[src/rtl/guard_timer_pkg.sv]
package guard_timer_pkg;

  localparam int CNT_W   = 8;
  localparam int PRE_W   = 12;
  localparam int BUS_W   = 16;
  localparam logic [7:0] CNT_KEY = 8'h5A;

  // command strobes from control to datapath
  typedef struct packed {
    logic             clear;    // standby: zero count and prescaler
    logic             load;     // keyed count load
    logic             run;      // enabled and not in standby
    logic [2:0]       clkSel;   // prescaler tap code
    logic [CNT_W-1:0] loadVal;  // value for a keyed load
  } dpCmd_t;

  // prescaler tap as a power of two: 1,4,16,32,64,256,1024,4096
  function automatic logic [3:0] tapShift(input logic [2:0] sel);
    logic [3:0] s;
    case (sel)
      3'd0: s = 4'd0;
      3'd1: s = 4'd2;
      3'd2: s = 4'd4;
      3'd3: s = 4'd5;
      3'd4: s = 4'd6;
      3'd5: s = 4'd8;
      3'd6: s = 4'd10;
      default: s = 4'd12;
    endcase
    return s;
  endfunction

endpackage

[src/rtl/guard_timer_dp.sv]
module guard_timer_dp
  import guard_timer_pkg::*;
(
  input  logic             clk,
  input  logic             rstN,
  input  dpCmd_t           cmd,
  output logic [CNT_W-1:0] count,
  output logic             tick,
  output logic             ovfEvent
);

  logic [PRE_W-1:0] preCnt;
  logic [PRE_W-1:0] tapMask;

  // low bits that must all be ones for a tick at the selected division
  always_comb begin
    tapMask = (PRE_W'(1) << tapShift(cmd.clkSel)) - PRE_W'(1);
  end

  always_comb begin
    tick     = cmd.run && ((preCnt & tapMask) == tapMask);
    ovfEvent = tick && !cmd.clear && !cmd.load && (count == {CNT_W{1'b1}});
  end

  always_ff @(posedge clk or negedge rstN) begin
    if (!rstN) begin
      preCnt <= '0;
    end else if (cmd.run) begin
      preCnt <= preCnt + PRE_W'(1);
    end else begin
      preCnt <= '0;
    end
  end

  // priority: standby clear, then keyed load, then tick
  always_ff @(posedge clk or negedge rstN) begin
    if (!rstN) begin
      count <= '0;
    end else if (cmd.clear) begin
      count <= '0;
    end else if (cmd.load) begin
      count <= cmd.loadVal;
    end else if (tick) begin
      count <= count + CNT_W'(1);
    end
  end

endmodule

[src/rtl/guard_timer_ctrl.sv]
module guard_timer_ctrl
  import guard_timer_pkg::*;
#(
  parameter int ADDR_W    = 3,
  parameter int PULSE_LEN = 128
) (
  input  logic              clk,
  input  logic              rstN,
  input  logic              standby,
  input  logic              busSel,
  input  logic              busWr,
  input  logic              busWide,
  input  logic [ADDR_W-1:0] busAddr,
  input  logic [BUS_W-1:0]  busWdata,
  input  logic [CNT_W-1:0]  count,
  input  logic              ovfEvent,
  output dpCmd_t            cmd,
  output logic [BUS_W-1:0]  busRdata,
  output logic              timerEn,
  output logic              wdMode,
  output logic              ovfFlag,
  output logic              wdOverflow,
  output logic              intervalIrq,
  output logic              resetReq
);

  localparam logic [ADDR_W-1:0] OFF_CTRL  = ADDR_W'(0);
  localparam logic [ADDR_W-1:0] OFF_COUNT = ADDR_W'(2);
  localparam logic [ADDR_W-1:0] OFF_RST   = ADDR_W'(4);
  localparam int PW = $clog2(PULSE_LEN + 1);

  logic       wrStb;
  logic       ctrlWr;
  logic       rstWr;
  logic       keyOk;
  logic [2:0] clkSel;
  logic       rstEn;
  logic [PW-1:0] pulseLeft;
  logic       pulseRst;

  always_comb begin
    wrStb  = busSel && busWr;
    ctrlWr = wrStb && (busAddr == OFF_CTRL);
    rstWr  = wrStb && (busAddr == OFF_RST);
    keyOk  = wrStb && busWide && (busAddr == OFF_COUNT) &&
             (busWdata[BUS_W-1:8] == CNT_KEY);
  end

  always_comb begin
    cmd.clear   = standby;
    cmd.load    = keyOk;
    cmd.run     = timerEn && !standby;
    cmd.clkSel  = clkSel;
    cmd.loadVal = busWdata[CNT_W-1:0];
  end

  // control/status fields
  always_ff @(posedge clk or negedge rstN) begin
    if (!rstN) begin
      timerEn <= 1'b0;
      wdMode  <= 1'b0;
      clkSel  <= 3'd0;
    end else if (ctrlWr) begin
      timerEn <= busWdata[7];
      wdMode  <= busWdata[6];
      clkSel  <= busWdata[2:0];
    end
  end

  // overflow flag: a wrap beats a clearing write
  always_ff @(posedge clk or negedge rstN) begin
    if (!rstN) begin
      ovfFlag <= 1'b0;
    end else if (ovfEvent) begin
      ovfFlag <= 1'b1;
    end else if (ctrlWr && !busWdata[5]) begin
      ovfFlag <= 1'b0;
    end
  end

  always_ff @(posedge clk or negedge rstN) begin
    if (!rstN) begin
      rstEn <= 1'b0;
    end else if (rstWr) begin
      rstEn <= busWdata[6];
    end
  end

  // fixed-length overflow pulse, restarted by each watchdog wrap
  always_ff @(posedge clk or negedge rstN) begin
    if (!rstN) begin
      pulseLeft <= '0;
      pulseRst  <= 1'b0;
    end else if (ovfEvent && wdMode) begin
      pulseLeft <= PW'(PULSE_LEN);
      pulseRst  <= rstEn;
    end else if (pulseLeft != '0) begin
      pulseLeft <= pulseLeft - PW'(1);
    end
  end

  always_comb begin
    wdOverflow  = (pulseLeft != '0);
    resetReq    = wdOverflow && pulseRst;
    intervalIrq = ovfFlag && !wdMode;
  end

  // combinational read mux
  always_comb begin
    busRdata = '0;
    case (busAddr)
      OFF_CTRL:  busRdata[7:0] = {timerEn, wdMode, ovfFlag, 2'b11, clkSel};
      OFF_COUNT: busRdata[7:0] = count;
      OFF_RST:   busRdata[7:0] = {1'b0, rstEn, 1'b0, 5'b11111};
      default:   busRdata      = '0;
    endcase
  end

endmodule

[src/rtl/guard_timer.sv]
module guard_timer
  import guard_timer_pkg::*;
#(
  parameter int ADDR_W    = 3,
  parameter int PULSE_LEN = 128
) (
  input  logic              clk,
  input  logic              rstN,
  input  logic              standby,
  input  logic              busSel,
  input  logic              busWr,
  input  logic              busWide,
  input  logic [ADDR_W-1:0] busAddr,
  input  logic [15:0]       busWdata,
  output logic [15:0]       busRdata,
  output logic              wdOverflow,
  output logic              intervalIrq,
  output logic              resetReq
);

  dpCmd_t           cmd;
  logic [CNT_W-1:0] count;
  logic             tick;
  logic             ovfEvent;
  logic             timerEn;
  logic             wdMode;
  logic             ovfFlag;

  guard_timer_ctrl #(.ADDR_W(ADDR_W), .PULSE_LEN(PULSE_LEN)) u_ctrl (
    .clk        (clk),
    .rstN       (rstN),
    .standby    (standby),
    .busSel     (busSel),
    .busWr      (busWr),
    .busWide    (busWide),
    .busAddr    (busAddr),
    .busWdata   (busWdata),
    .count      (count),
    .ovfEvent   (ovfEvent),
    .cmd        (cmd),
    .busRdata   (busRdata),
    .timerEn    (timerEn),
    .wdMode     (wdMode),
    .ovfFlag    (ovfFlag),
    .wdOverflow (wdOverflow),
    .intervalIrq(intervalIrq),
    .resetReq   (resetReq)
  );

  guard_timer_dp u_dp (
    .clk     (clk),
    .rstN    (rstN),
    .cmd     (cmd),
    .count   (count),
    .tick    (tick),
    .ovfEvent(ovfEvent)
  );

endmodule

[config.mk]
export PLATFORM = sky130hd
export DESIGN_NAME = guard_timer
export DESIGN_NICKNAME = d
export VERILOG_FILES = /design/src/rtl/guard_timer_pkg.sv /design/src/rtl/guard_timer_dp.sv /design/src/rtl/guard_timer_ctrl.sv /design/src/rtl/guard_timer.sv
export SDC_FILE = /design/constraint.sdc
export NUM_CORES = 1
export LEC_CHECK = 0
export BUFFER_PORTS_ARGS = -buffer_cell sky130_fd_sc_hd__buf_4
export CORE_ASPECT_RATIO = 1.5
export CORE_UTILIZATION = 48
export CTS_CLUSTER_SIZE = 8
export DETAILED_ROUTE_END_ITERATION = 6
export PLACE_DENSITY = 0.73
export SYNTH_ARGS = -nofsm -noshare
export SYNTH_HDL_FRONTEND = slang
export SYNTH_SLANG_ARGS = --single-unit
export TNS_END_PERCENT = 30
[constraint.sdc]
create_clock -name clk -period 3.7 [get_ports clk]
set_input_delay 0.185 -clock clk [delete_from_list [all_inputs] [get_ports clk]]
set_output_delay 0.185 -clock clk [all_outputs]
set_load 0.005 [all_outputs]
# == Word-level counts from Yosys, hierarchy flattened ==
# Index checks and enable logic that the tools add are counted.
# word_totals
reg_bits,36
inputBits,25
wordCells,61
# op_classes
add_sub_neg,4
eq_ne,11
shift,1
muxes,10
n_bitwise,1
n_reduce_logical,25
# ops
cell,n
2-to-1 mux 8 bit,5
case mux 4 bit (7 select lines),1
case mux 8 bit (3 select lines),1
logical AND 1 bit,15
adder 12 x 1 -> 12 bit (second input constant),1
AND 12 bit,1
equality test 12 bit,1
equality test 3 bit (second input constant),4
2-to-1 mux 12 bit,1
<< shifter 1 x 4 -> 12 bit (first input constant),1
subtractor 12 x 2 -> 12 bit (second input constant),1
equality test 3 x 2 -> 1 bit (second input constant),3
adder 8 x 1 -> 8 bit (second input constant),1
equality test 8 x 7 -> 1 bit (second input constant),1
equality test 8 bit (second input constant),1
nonzero test 8 bit,1
subtractor 8 x 1 -> 8 bit (second input constant),1
zero test 3 bit,2
zero test 1 bit,4
nonzero test 2 bit,2
equality test 3 x 1 -> 1 bit (second input constant),1
nonzero test 3 bit,1
2-to-1 mux 1 bit,2

# == Logic depth before layout (Yosys ltp) ==
# depth
ltp_word,12
ltp_mapped,11

# == Modules after synthesis ==
# From an unflattened synthesis, not the netlist that was laid out.
# unflattened
hier_cells,270
hier_area_um2,2494.9
# by_module_without_submodules
module,instances,cells_per_inst,area_per_inst_um2,seq_area_each_um2
guard_timer_dp,1,145,1361.3,500.5
guard_timer_ctrl,1,125,1133.6,400.4

# == Least setup slack after synthesis ==
# No wires, ideal clock.
# synth_timing
path_kind,reg2reg
from,register u_ctrl.clkSel[0]
to,register u_ctrl.pulseRst
arrival_time_ps,2486
required_time_ps,3575
path_slack_ps,1089
path_stages_with_launch,12
n_path_buf,3
period_less_slack_ps,2611
path_cell_list,dfrtp_1 clkbuf_1 or3_1 ha_1 buf_2 nor2_1 a21oi_1 o221a_2 a22oi_1 and3_1 buf_6 mux2_4
# synth_via
elab_chain_cells,11
word_cells_on_any_way,17
classes_between,1 x add/sub; 7 x eq/ne; 1 x shift; 1 x mux; 1 x bitwise; 6 x reduce/logical
# synth_lines
element,line_no,rtl
start: declaration,guard_timer_ctrl.sv:36,logic [2:0] clkSel;
start signal: assignment,guard_timer_ctrl.sv:66,clkSel <= busWdata[2:0];
"equality test 3 bit, or another cell as far along",guard_timer_pkg.sv:20,case (sel)
case mux 4 bit (7 select lines) *,guard_timer_pkg.sv:20,
<< shifter 1 x 4 -> 12 bit *,guard_timer_dp.sv:17,tapMask = (PRE_W'(1) << tapShift(cmd.clkSel)) - PRE_W'(1);
subtractor 12 x 2 -> 12 bit *,guard_timer_dp.sv:17,
AND 12 bit,guard_timer_dp.sv:21,tick = cmd.run && ((preCnt & tapMask) == tapMask);
equality test 12 bit *,guard_timer_dp.sv:21,
logical AND 1 bit *,guard_timer_dp.sv:21,
logical AND 1 bit * (3 in series),guard_timer_dp.sv:22,ovfEvent = tick && !cmd.clear && !cmd.load && (count == {CNT_W{1'b1}});
logical AND 1 bit *,guard_timer_ctrl.sv:94,end else if (ovfEvent && wdMode) begin
end signal: assignment,guard_timer_ctrl.sv:96,pulseRst <= rstEn;
end: declaration,guard_timer_ctrl.sv:39,logic pulseRst;
# Mark *: on every way between the ends. The rest lies on a longest branch, timed or not.
# A chain may end at the register's enable or synchronous reset.

# == Worst setup path after layout ==
# layout_timing
from,register u_ctrl.clkSel[1]
to,register u_ctrl.pulseRst
# Same word-level chain as after synthesis.

==> flow_summary_export.csv <==
group,metric,value,unit
timing,hold_ws,0.09905,ns
pwr,ir_worst_vdd,0.2285,mV
clocking,h-tree-depth,2,
grt,grt_antenna_before_repair,0,
critical_path,start_kind,"register",
timing,slew_headroom,57.62,%
synthesis,synth_edf_count,0,
synthesis,async_flop_share,100.0,%
grt,grt_max_degree,37,
detailed_routing,wirelength,5195,microns
clocking,clockRootBuffer,"clkbuf_8",
die,num_rows,30,
run,drv_cap,0,
die,io-pin-count,44,
clocking,cts_tree,"built",
timing,tightest_slew,0.6298,ns
grt,grt_use_total,22.31,%
die,start_util,51.03,%
synthesis,syn_area_per_cell,8.824,sq um
min_path,hold_path_class,"in2reg",
place,dpl.hpwl,3850,microns
clocking,cts_made_buffers,5,
clocking,clk_pin_slew,0.07,ns
die,core,0.004617,sq mm
clocking,clock_path_buffers,2,
detailed_routing,first_pass_iters,4,
critical_path,critPathKind,"reg2reg",
die,dieArea,0.005199,sq mm
clocking,post_cts_resized,0,
layout,antenna_cells,0,
synthesis,seq_area_frac_synth,38.24,%
timing,period_needed,2.879,ns
critical_path,required,3.88,ns
layout,fill_cells,422,
critical_path,end_kind,"register",
clocking,clk_latency,0.29,ns
grt,grt_pass1_wl,8894,microns
die,die_width,59.21,microns
synthesis,syn-cell-area,0.002356,sq mm
detailed_routing,first_iter_violations,45,
run_status,status,"completed",
pwr,power.density,337.7,mW/mm^2
timing,rsz0062_at_grt,"no",
synthesis,yosys.cell_types.count,54,
detailed_routing,via_per_inst,5.556,
synthesis,ys.flop_type,"dfrtp_1",
timing,finalSetupTns,0,ns
synthesis,synth_top_area_share,38.24,%
timing,timing.final.hold_violations,0,
synthesis,synth-seq-cells,36,
synthesis,ys_warn_count,0,
clocking,cts.sinks,36,
timing,drv_slew,0,
layout,syn_to_final_growth,16.20,%
critical_path,arrival,3.06,ns
pwr,cellLeakagePower,1.234,nW
detailed_routing,antenna_left,0,
timing,skew,0.003597,ns
synthesis,netlist_instances,267,
timing,min_period_over_period,77.80,%
place,gp_congestion,0.8205,
layout,nNetsFinal,329,
critical_path,cp_max_fo,14,
timing,setup_viol,0,
grt,grt_pass1_vias,1949,
synthesis,yosysMostFrequentCell,"nor2_1",
pwr,total_power,924.4,uW
place,port_buffers,35,
synthesis,synth_area_leader_cell,"dfrtp_1",
synthesis,ys_top_cells_by_area,"dfrtp_1, nor2_1, mux2_2",
detailed_routing,wl_per_cell,14.23,microns
synthesis,synth_common_cells,"nor2_1, dfrtp_1, nand2_1",
detailed_routing,drc,0,
detailed_routing,vias,2028,
timing,max_freq,347.4,MHz
layout,drive_gt1_share,19.93,%
die,die_y,87.81,microns
grt,overflow,0,
[layer usage]
layer  wire (microns)  track usage [%]
met4              133            9.740
met1             2182            27.56
met5                0                0
met3              145            3.397
met2             2734            37.90
[worst max-delay path, stage by stage, from the launching register on]
cell     delay, ns
dfrtp_1       0.50
or3_1         0.43
ha_1          0.30
nor2_1        0.13
a21oi_1       0.05
o221a_2       0.25
a22oi_1       0.16
buf_4         0.22
and3_1        0.39
mux2_4        0.33
[worst paths after layout]
| kind | cells past startpoint | slack [ns] | from | to |
|---|---|---|---|---|
| worst max-delay path | 9 | 0.82 | u_ctrl.clkSel[1] | u_ctrl.pulseRst |
| worst min-delay path | 3 | 0.1 | busWdata[4] | u_dp.count[4] |
| worst max register to register | 9 | 0.82 | u_ctrl.clkSel[1] | u_ctrl.pulseRst |
| worst min register to register | 1 | 0.51 | u_dp.preCnt[0] | u_dp.preCnt[0] |
| max in group asynchronous | 2 | 2.98 | rstN | u_ctrl.pulseLeft[7] |
| min in group asynchronous | 2 | 0.39 | rstN | u_dp.preCnt[0] |
[cells in the final DEF (no fill, tap or decap), drive strengths merged, types with 4 or more instances in the layout]
cell type / Yosys / layout
buf: 14 / 39
nor2: 38 / 38
dfrtp: 36 / 36
nand2: 14 / 14
inv: 13 / 13
nand3: 13 / 13
nor3: 13 / 13
a21oi: 10 / 10
conb: 2 / 9
xor2: 7 / 7
nand4: 7 / 7
mux2: 7 / 7
clkbuf: 7 / 7
nand2b: 6 / 6
xnor2: 6 / 6
nor2b: 6 / 6
mux2i: 5 / 5
o21ai: 5 / 5
and3: 4 / 4
ha: 4 / 4
nor4: 4 / 4
nand3b: 4 / 4
[sequential cells by signal (all words and copies together), names as in the netlist]
name and cells:
u_ctrl.clkSel 3, u_ctrl.ovfFlag 1, u_ctrl.pulseLeft 8, u_ctrl.pulseRst 1
u_ctrl.rstEn 1, u_ctrl.timerEn 1, u_ctrl.wdMode 1, u_dp.count 8
u_dp.preCnt 12
[final cells by class]
type,instances,area [sq um],share of cell area [%]
timing repair buffer,40,302.8,11.06
clock buffer,7,86.33,3.154
inverter,13,48.80,1.782
sequential,36,900.9,32.91
clock inverter,1,7.507,0.2742
tap,64,80.08,2.925
multi-input combinational,204,1311,47.90
[logic make-up (layout without fill, tap and decap cells)]
family          count (synthesis)  count (layout)  synth area share, %
compound gates                 42              42                13.07
xor+xnor                       13              13                4.833
fa+ha+maj                       4               4                2.124
buf+inv                        34              61                7.223
flops                          36              36                38.24
mux                            12              12                5.629
other cells                     2               9               0.3188
simple gates                  124             124                28.57
[report_power, final]
group | leakage [nW] | switching [mW] | internal, mW
logic | 0.718 | 0.0933 | 0.0905
registers | 0.472 | 0.0356 | 0.413
clock network | 0.0445 | 0.141 | 0.151
[per-stage QoR]
| step | utilization, % | cell area, sq um | setup WS, ns | cells |
|---|---|---|---|---|
| after global routing | 59.30 | 2738 | 0.6131 | 365 |
| after global placement | 57.05 | 2634 | 0.9232 | 356 |
| after floorplan | - | 2382 | 1.089 | 274 |
| after detailed placement | 57.05 | 2634 | 0.8520 | 356 |
| final | 59.30 | 2738 | 0.8213 | 365 |
| after CTS | 59.30 | 2738 | 0.8267 | 365 |
[repair_timing]
| action | 4_1_cts | 5_1_grt |
|---|---|---|
| setup endpoints to repair | 0 | 0 |
| hold endpoints to repair | 36 | 0 |
| buffers inserted | 0 | 0 |
| hold buffers | 1 | 0 |
Note: power is estimated with default switching activity, not from simulation.
